$ cat src/rtl/fnsel_pkg.sv
// Package: shared encodings for the FMA NaN selector.
// Assumes: class and mode codes are fixed by the requirements.
package fnsel_pkg;

    typedef enum logic [1:0] {
        CLS_NUM   = 2'b00,
        CLS_QUIET = 2'b01,
        CLS_SIG   = 2'b10,
        CLS_RSVD  = 2'b11
    } opnd_cls_e;

    typedef enum logic [2:0] {
        MODE_ADDEND_FIRST  = 3'd0,
        MODE_LEGACY        = 3'd1,
        MODE_STD2008       = 3'd2,
        MODE_PRODUCT_FIRST = 3'd3,
        MODE_PLAIN         = 3'd4
    } order_mode_e;

    localparam logic [1:0] PICK_A   = 2'd0;
    localparam logic [1:0] PICK_B   = 2'd1;
    localparam logic [1:0] PICK_C   = 2'd2;
    localparam logic [1:0] PICK_DFL = 2'd3;

endpackage

$ cat src/rtl/fnsel_decode.sv
// Module: fnsel_decode
// Turns one operand class code into quiet / signaling / any-NaN flags.
// Assumes: the reserved code is handled as an ordinary number.
module fnsel_decode
    import fnsel_pkg::*;
(
    input  logic [1:0] cls,
    output logic       is_quiet,
    output logic       is_sig,
    output logic       is_nan
);

    // Decode the class code into one-hot NaN flags.
    always_comb begin
        is_quiet = 1'b0;
        is_sig   = 1'b0;
        unique case (opnd_cls_e'(cls))
            CLS_QUIET: is_quiet = 1'b1;
            CLS_SIG:   is_sig   = 1'b1;
            default:   ;
        endcase
        is_nan = is_quiet | is_sig;
    end

endmodule

$ cat src/rtl/fnsel_pick.sv
// Module: fnsel_pick
// Generic first-hit priority picker: entry 0 has the highest priority.
// Assumes: codes[i] belongs to hit[i]; fallback applies when nothing hits.
module fnsel_pick #(
    parameter int N = 5
) (
    input  logic [N-1:0]      hit,
    input  logic [N-1:0][1:0] codes,
    input  logic [1:0]        fallback,
    output logic [1:0]        sel
);

    // Scan from lowest to highest priority so the top entry wins.
    always_comb begin
        sel = fallback;
        for (int i = N - 1; i >= 0; i--) begin
            if (hit[i]) sel = codes[i];
        end
    end

endmodule

$ cat src/rtl/fma_nan_select.sv
// Module: fma_nan_select
// Chooses which operand (or the default NaN) a fused multiply-add returns
// when NaNs are present, and requests invalid on infinity-times-zero paths.
// Assumes: class codes and inf_zero come from an upstream classifier; the
// caller raises invalid for signaling operands itself.
module fma_nan_select
    import fnsel_pkg::*;
(
    input  logic [2:0] mode,
    input  logic [1:0] cls_a,
    input  logic [1:0] cls_b,
    input  logic [1:0] cls_c,
    input  logic       inf_zero,
    output logic [1:0] pick,
    output logic       invalid
);

    localparam int NOPND = 3;   // operand index: 0 = a, 1 = b, 2 = c
    localparam int NSIG  = 5;   // entries in the signaling-aware orders
    localparam int NANY  = 2;   // entries in the any-NaN orders

    logic [NOPND-1:0] quiet, sig, anynan;
    logic [NOPND-1:0][1:0] cls_vec;

    assign cls_vec = {cls_c, cls_b, cls_a};

    genvar g;
    generate
        for (g = 0; g < NOPND; g++) begin : g_dec
            fnsel_decode u_dec (
                .cls      (cls_vec[g]),
                .is_quiet (quiet[g]),
                .is_sig   (sig[g]),
                .is_nan   (anynan[g])
            );
        end
    endgenerate

    // Order shared by modes 0 and 2: sig c, sig a, sig b, quiet c, quiet a.
    logic [1:0] sel_addend;
    fnsel_pick #(.N(NSIG)) u_addend (
        .hit      ({quiet[0], quiet[2], sig[1], sig[0], sig[2]}),
        .codes    ({PICK_A, PICK_C, PICK_B, PICK_A, PICK_C}),
        .fallback (PICK_B),
        .sel      (sel_addend)
    );

    // Legacy order: sig a, sig b, sig c, quiet a, quiet b.
    logic [1:0] sel_legacy;
    fnsel_pick #(.N(NSIG)) u_legacy (
        .hit      ({quiet[1], quiet[0], sig[2], sig[1], sig[0]}),
        .codes    ({PICK_B, PICK_A, PICK_C, PICK_B, PICK_A}),
        .fallback (PICK_C),
        .sel      (sel_legacy)
    );

    // Product-first order: any-NaN a, then any-NaN c.
    logic [1:0] sel_prod;
    fnsel_pick #(.N(NANY)) u_prod (
        .hit      ({anynan[2], anynan[0]}),
        .codes    ({PICK_C, PICK_A}),
        .fallback (PICK_B),
        .sel      (sel_prod)
    );

    // Plain order: any-NaN a, then any-NaN b.
    logic [1:0] sel_plain;
    fnsel_pick #(.N(NANY)) u_plain (
        .hit      ({anynan[1], anynan[0]}),
        .codes    ({PICK_B, PICK_A}),
        .fallback (PICK_C),
        .sel      (sel_plain)
    );

    // Apply the per-mode infinity-times-zero override, then the ordering.
    always_comb begin
        invalid = 1'b0;
        pick    = sel_plain;
        case (mode)
            MODE_ADDEND_FIRST: begin
                if (inf_zero && quiet[2]) begin
                    invalid = 1'b1;
                    pick    = PICK_DFL;
                end else begin
                    pick = sel_addend;
                end
            end
            MODE_LEGACY: begin
                invalid = inf_zero;
                pick    = inf_zero ? PICK_DFL : sel_legacy;
            end
            MODE_STD2008: begin
                invalid = inf_zero;
                pick    = inf_zero ? PICK_C : sel_addend;
            end
            MODE_PRODUCT_FIRST: begin
                invalid = inf_zero;
                pick    = inf_zero ? PICK_C : sel_prod;
            end
            default: begin
                invalid = 1'b0;
                pick    = sel_plain;
            end
        endcase
    end

endmodule

$ cat config.mk
export PLATFORM = sky130hd
export DESIGN_NAME = fma_nan_select
export DESIGN_NICKNAME = d
export VERILOG_FILES = /design/src/rtl/fnsel_pkg.sv /design/src/rtl/fnsel_decode.sv /design/src/rtl/fnsel_pick.sv /design/src/rtl/fma_nan_select.sv
export SDC_FILE = /design/constraint.sdc
export NUM_CORES = 1
export LEC_CHECK = 0
export CORE_AREA = 5 5 42 44
export DETAILED_ROUTE_END_ITERATION = 7
export DIE_AREA = 0 0 47 49
export DONT_BUFFER_PORTS = 1
export PLACE_DENSITY = 0.66
export SYNTH_ARGS = -nofsm -noshare
export SYNTH_HDL_FRONTEND = slang
export SYNTH_HIERARCHICAL = 1
export SYNTH_SLANG_ARGS = --single-unit
$ cat constraint.sdc
create_clock -name vclk -period 2.1
set_clock_uncertainty 0.1 [all_clocks]
set_input_delay 0.315 -clock vclk [all_inputs]
set_output_delay 0.315 -clock vclk [all_outputs]
set_load 0.05 [all_outputs]
# Yosys cells after proc, flatten, opt, wreduce, memory -nomap -nowiden
# Index checks and enable logic that the tools add are counted.
# word_totals
mem_bits_rw	0
latchBits	0
n_memories	0
reg_bits	0
rom_bits	0
wordCells	42
# op_classes
n_eq_ne	9
div	0
reduce_logical	3
bitwise	3
multipliers	0
add_sub_neg	0
shifts	0
n_mux	27
order_cmp	0
# ops
op	n
two-way mux 2 bit	17
two-way mux 1 bit	8
case mux 2 bit (4 select lines)	1
equality test 2 x 1 -> 1 bit (second input constant)	3
equality test 2 bit (second input constant)	3
equality test 3 x 2 -> 1 bit (second input constant)	2
equality test 3 x 1 -> 1 bit (second input constant)	1
zero test 3 bit	1
OR 1 bit	3
OR reduction 3 bit	1
case mux 1 bit (2 select lines)	1
logical AND 1 bit	1

# Longest topological paths before layout
# depth
ltp_word	9
mapped_depth	8
ltp_nobuf	8

# Hierarchy
# Netlist, hierarchy kept.
# by_module_without_submodules
mod	cells_each	seq_area_each_um2	area_per_inst_um2	instances
fnsel_pick at u_addend ...	15	0.0	103.8	2
fma_nan_select	22	0.0	133.9	1
fnsel_decode	5	0.0	36.3	3
fnsel_pick at u_plain ...	6	0.0	37.5	2

# Worst setup path after synthesis
# OpenSTA, ideal clock, no wires.
# synth_timing
path_kind	in2out
from	input port cls_b[0]
to	output port pick[0]
n_path_buf	0
path_stages	8
arrival_time_ps	1832
setup_slack_ps	-147
required_ps	1685
cell_sequence	inv_1 > ha_1 > or2_1 > o211ai_1 > a22o_2 > mux2i_1 > nor3_1 > o32a_1
# synth_via
word_cells_on_any_way	19
cone_classes	eq/ne: 2; mux: 16; bitwise: 1
# synth_lines
element	line_no	text
from (decl)	fma_nan_select.sv:11	input logic [1:0] cls_b,
equality test 2 bit *	fnsel_decode.sv:17	unique case (opnd_cls_e'(cls))
two-way mux 1 bit *	fnsel_decode.sv:17	
net sig[1]	fma_nan_select.sv:22	logic [NOPND-1:0] quiet, sig, anynan;
two-way mux 2 bit * (3 in series)	fnsel_pick.sv:17	if (hit[i]) sel = codes[i];
net sel_addend[0]	fma_nan_select.sv:40	logic [1:0] sel_addend;
two-way mux 2 bit (on tied branches)	fma_nan_select.sv:94, fma_nan_select.sv:81	
case mux 2 bit (4 select lines) *	fma_nan_select.sv:79	case (mode)
to (decl)	fma_nan_select.sv:14	output logic [1:0] pick,
# Mark *: on every way through the listed nets, which the timed path passes. The rest lies on a longest branch.

# Worst setup path after layout
# layout_timing
from	input port cls_c[0]
to	output port pick[1]
# layout_via
word_cells_on_any_way	20
cone_classes	eq/ne: 2; mux: 16; bitwise: 1; reduce/logical: 1
# layout_lines
element	line_no	text
from (decl)	fma_nan_select.sv:12	input logic [1:0] cls_c,
equality test 2 bit *	fnsel_decode.sv:17	
two-way mux 1 bit *	fnsel_decode.sv:17	
net sig[2]	fma_nan_select.sv:22	
two-way mux 2 bit *	fnsel_pick.sv:17	
net sel_addend[1]	fma_nan_select.sv:40	
two-way mux 2 bit (on tied branches)	fma_nan_select.sv:94, fma_nan_select.sv:81	
case mux 2 bit (4 select lines) *	fma_nan_select.sv:79	
# Marks and branches as above.

==> results.md <==
* DR iter-0 viols at 3
* Global Route Usage Sum at 0.119
* First-pass GRT wire length at 2200 um
* Synthesis warning total at 6
* Status: complete, no violations
* HPWL after DPL at 1000 um
* Hold Vio Cnt, Final at 0
* Final Util at 0.638
* Clkbuf count at 0
* Max Used Layer: met3
* Critical Path AT at 1.67 ns
* Critical Path Source: cls_c[0]
* Unrepaired setup endpoints after global routing: yes
* Starting Density at 0.375
* DR WL/cell at 8.99 um
* Row cnt at 14
* Synth cell types at 18
* Largest net degree at the start of global routing at 9
* Top cell type's share of synthesized area at 0.190
* VDD IR max at 0.000121 V
* Post-Syn Instances at 79
* Global route overflow at 0
* Setup Viol. Count Final at 0
* Met2 wire length at 673 um
* Vias/cell at 4.29
* Syn_area_per_cell at 6.65 um^2
* WHS at 0.805 ns
* Worst Path Max Fanout at 5
* Total power at 0.000190 W
* Final GP Congestion at 0.826
* WP data required at 1.68 ns
* Synth area leaders: mux2i_1 19%, ha_1 14%, inv_1 11%, a21oi_1 10%, a22o_2 7.6%
* Pins Over Slew Limit at 0
* Met1 WL at 531 um
* DIE HEIGHT at 49 um
* Die area at 2300 um^2
* Synth Cell Area at 526 um^2
* Pwr dens at 213 nW/um^2
* Routed wire length at 1270 um
* Max-cap violations at 0
* Fin crit period at 2.08 ns
* Seq cells at 0
* Layout cell share with drive strength beyond 1 at 0.280
* Area growth syn-to-layout at 70.2%
* Crit Path Category: input pin to output pin
* Core ar. at 1400 um^2
* Via count at 605
* Worst Setup EP: pick[1]
* Ports at 13
* Vias in the first global route at 580
* First-pass DRT Iterations at 4
* Die W at 47 um
* CP Capture Type: output pin
* Final Cell Area at 895 um^2
* DP Area at 736 um^2
* Leakage at 0.451 nW
* Ant diodes at 0
* DRC errors left at 0
* WL met3 at 62 um
* Antenna violations before repair at 0
* Hold buffer count at CTS at 0
* Max Fclk at 480 MHz
* Final #Nets at 143
* Cell type with the highest aggregate area in the netlist: mux2i_1
* Port Buffer Count at 0
* Register Area at 0 um^2
* Final Cycle Share at 0.992
* Antenna viol nets, final at 0
* Hold Crit Class: input pin to output pin
* Register area share after synthesis at 0
* CP startpoint kind: input pin
==> Yosys cell counts <==
cell and count:
nand2_1 4, a22o_2 4, o32a_1 2, mux2i_1 10, buf_6 1, or2_1 2, o21ai_1 4, nor3_1 3
o311a_1 1, nor2_1 2, o21ai_0 2, conb_1 2, ha_1 6, o211ai_1 4, a21oi_1 11, inv_1 16
nand2b_1 1, nand3b_1 4
==> routing by layer <==
layer | vias to the layer above | global-route usage
met5 | - | 0
met4 | 0 | 0
met3 | 0 | 0.00738
met2 | 13 | 0.217
met1 | 252 | 0.154
li1 | 340 | -
==> through the flow <==
| stage | setup TNS [ns] | cells | setup WS, ns |
|---|---|---|---|
| 2_1_floorplan | -0.0136 | 113 | -0.0136 |
| 3_3_place_gp | -0.212 | 136 | -0.121 |
| 3_5_place_dp | -0.278 | 136 | -0.145 |
| 4_1_cts | -0.0246 | 141 | -0.0246 |
| 5_1_grt | -0.0670 | 141 | -0.0402 |
| 6_report | 0 | 141 | 0.0170 |
==> repair_timing <==
action / 4_1_cts / 5_1_grt
cloned: 0 / 0
hold endpoints to repair: 0 / 0
pin swaps: 13 / 5
endpoints found under the setup margin: 2 / 2
setup buffers: 5 / 0
resized for setup: 21 / 11
==> worst max-delay path, stage by stage <==
cell     delay [ns]
inv_1          0.07
ha_4           0.17
buf_4          0.13
a21oi_1        0.05
a22o_2         0.24
mux2i_1        0.14
a21oi_1        0.10
o32a_4         0.47
==> layout make-up <==
| cell class | count | area [um^2] |
|---|---|---|
| Tap cell | 16 | 20.0 |
| Inverter | 16 | 80.1 |
| Multi-Input combinational cell | 96 | 693 |
| Timing Repair Buffer | 13 | 101 |
| Fill cell | 133 | 507 |
==> kinds of logic after synthesis <==
| kind of cell | Yosys count | synth area share |
|---|---|---|
| muxes | 10 | 0.190 |
| and+or+nand+nor | 16 | 0.164 |
| AOI/OAI and AO/OA | 28 | 0.352 |
| adders and majority gates | 6 | 0.143 |
| other | 2 | 0.0143 |
| buffers and inverters | 17 | 0.136 |
==> cells in the final DEF (no fill, tap or decap), types with 4 or more instances in the layout <==
cell      synthesis  final
a21oi_1          11      9
a22o_2            4      4
buf_4             0     12
conb_1            2     36
ha_4              0      5
inv_1            16     11
mux2i_1          10      9
nand2_1           4      4
nand3b_1          4      4
o211ai_1          4      4
o21ai_1           4      6
==> how the worst min path moves through the flow <==
stage,from,end,slack [ns],depth (start not counted)
2_1_floorplan,inf_zero,invalid,0.80,1
3_3_place_gp,inf_zero,invalid,0.81,1
3_5_place_dp,inf_zero,invalid,0.81,1
4_1_cts,inf_zero,invalid,0.81,1
5_1_grt,inf_zero,invalid,0.81,1
6_report,inf_zero,invalid,0.80,1
==> report_power, final <==
group | switching, W | internal, W
Clock | 0 | 0
Combinational | 0.0000973 | 0.0000929
Sequential | 0 | 0
Total | 0.0000973 | 0.0000929
No activity file was read; power rests on OpenSTA's default activity.
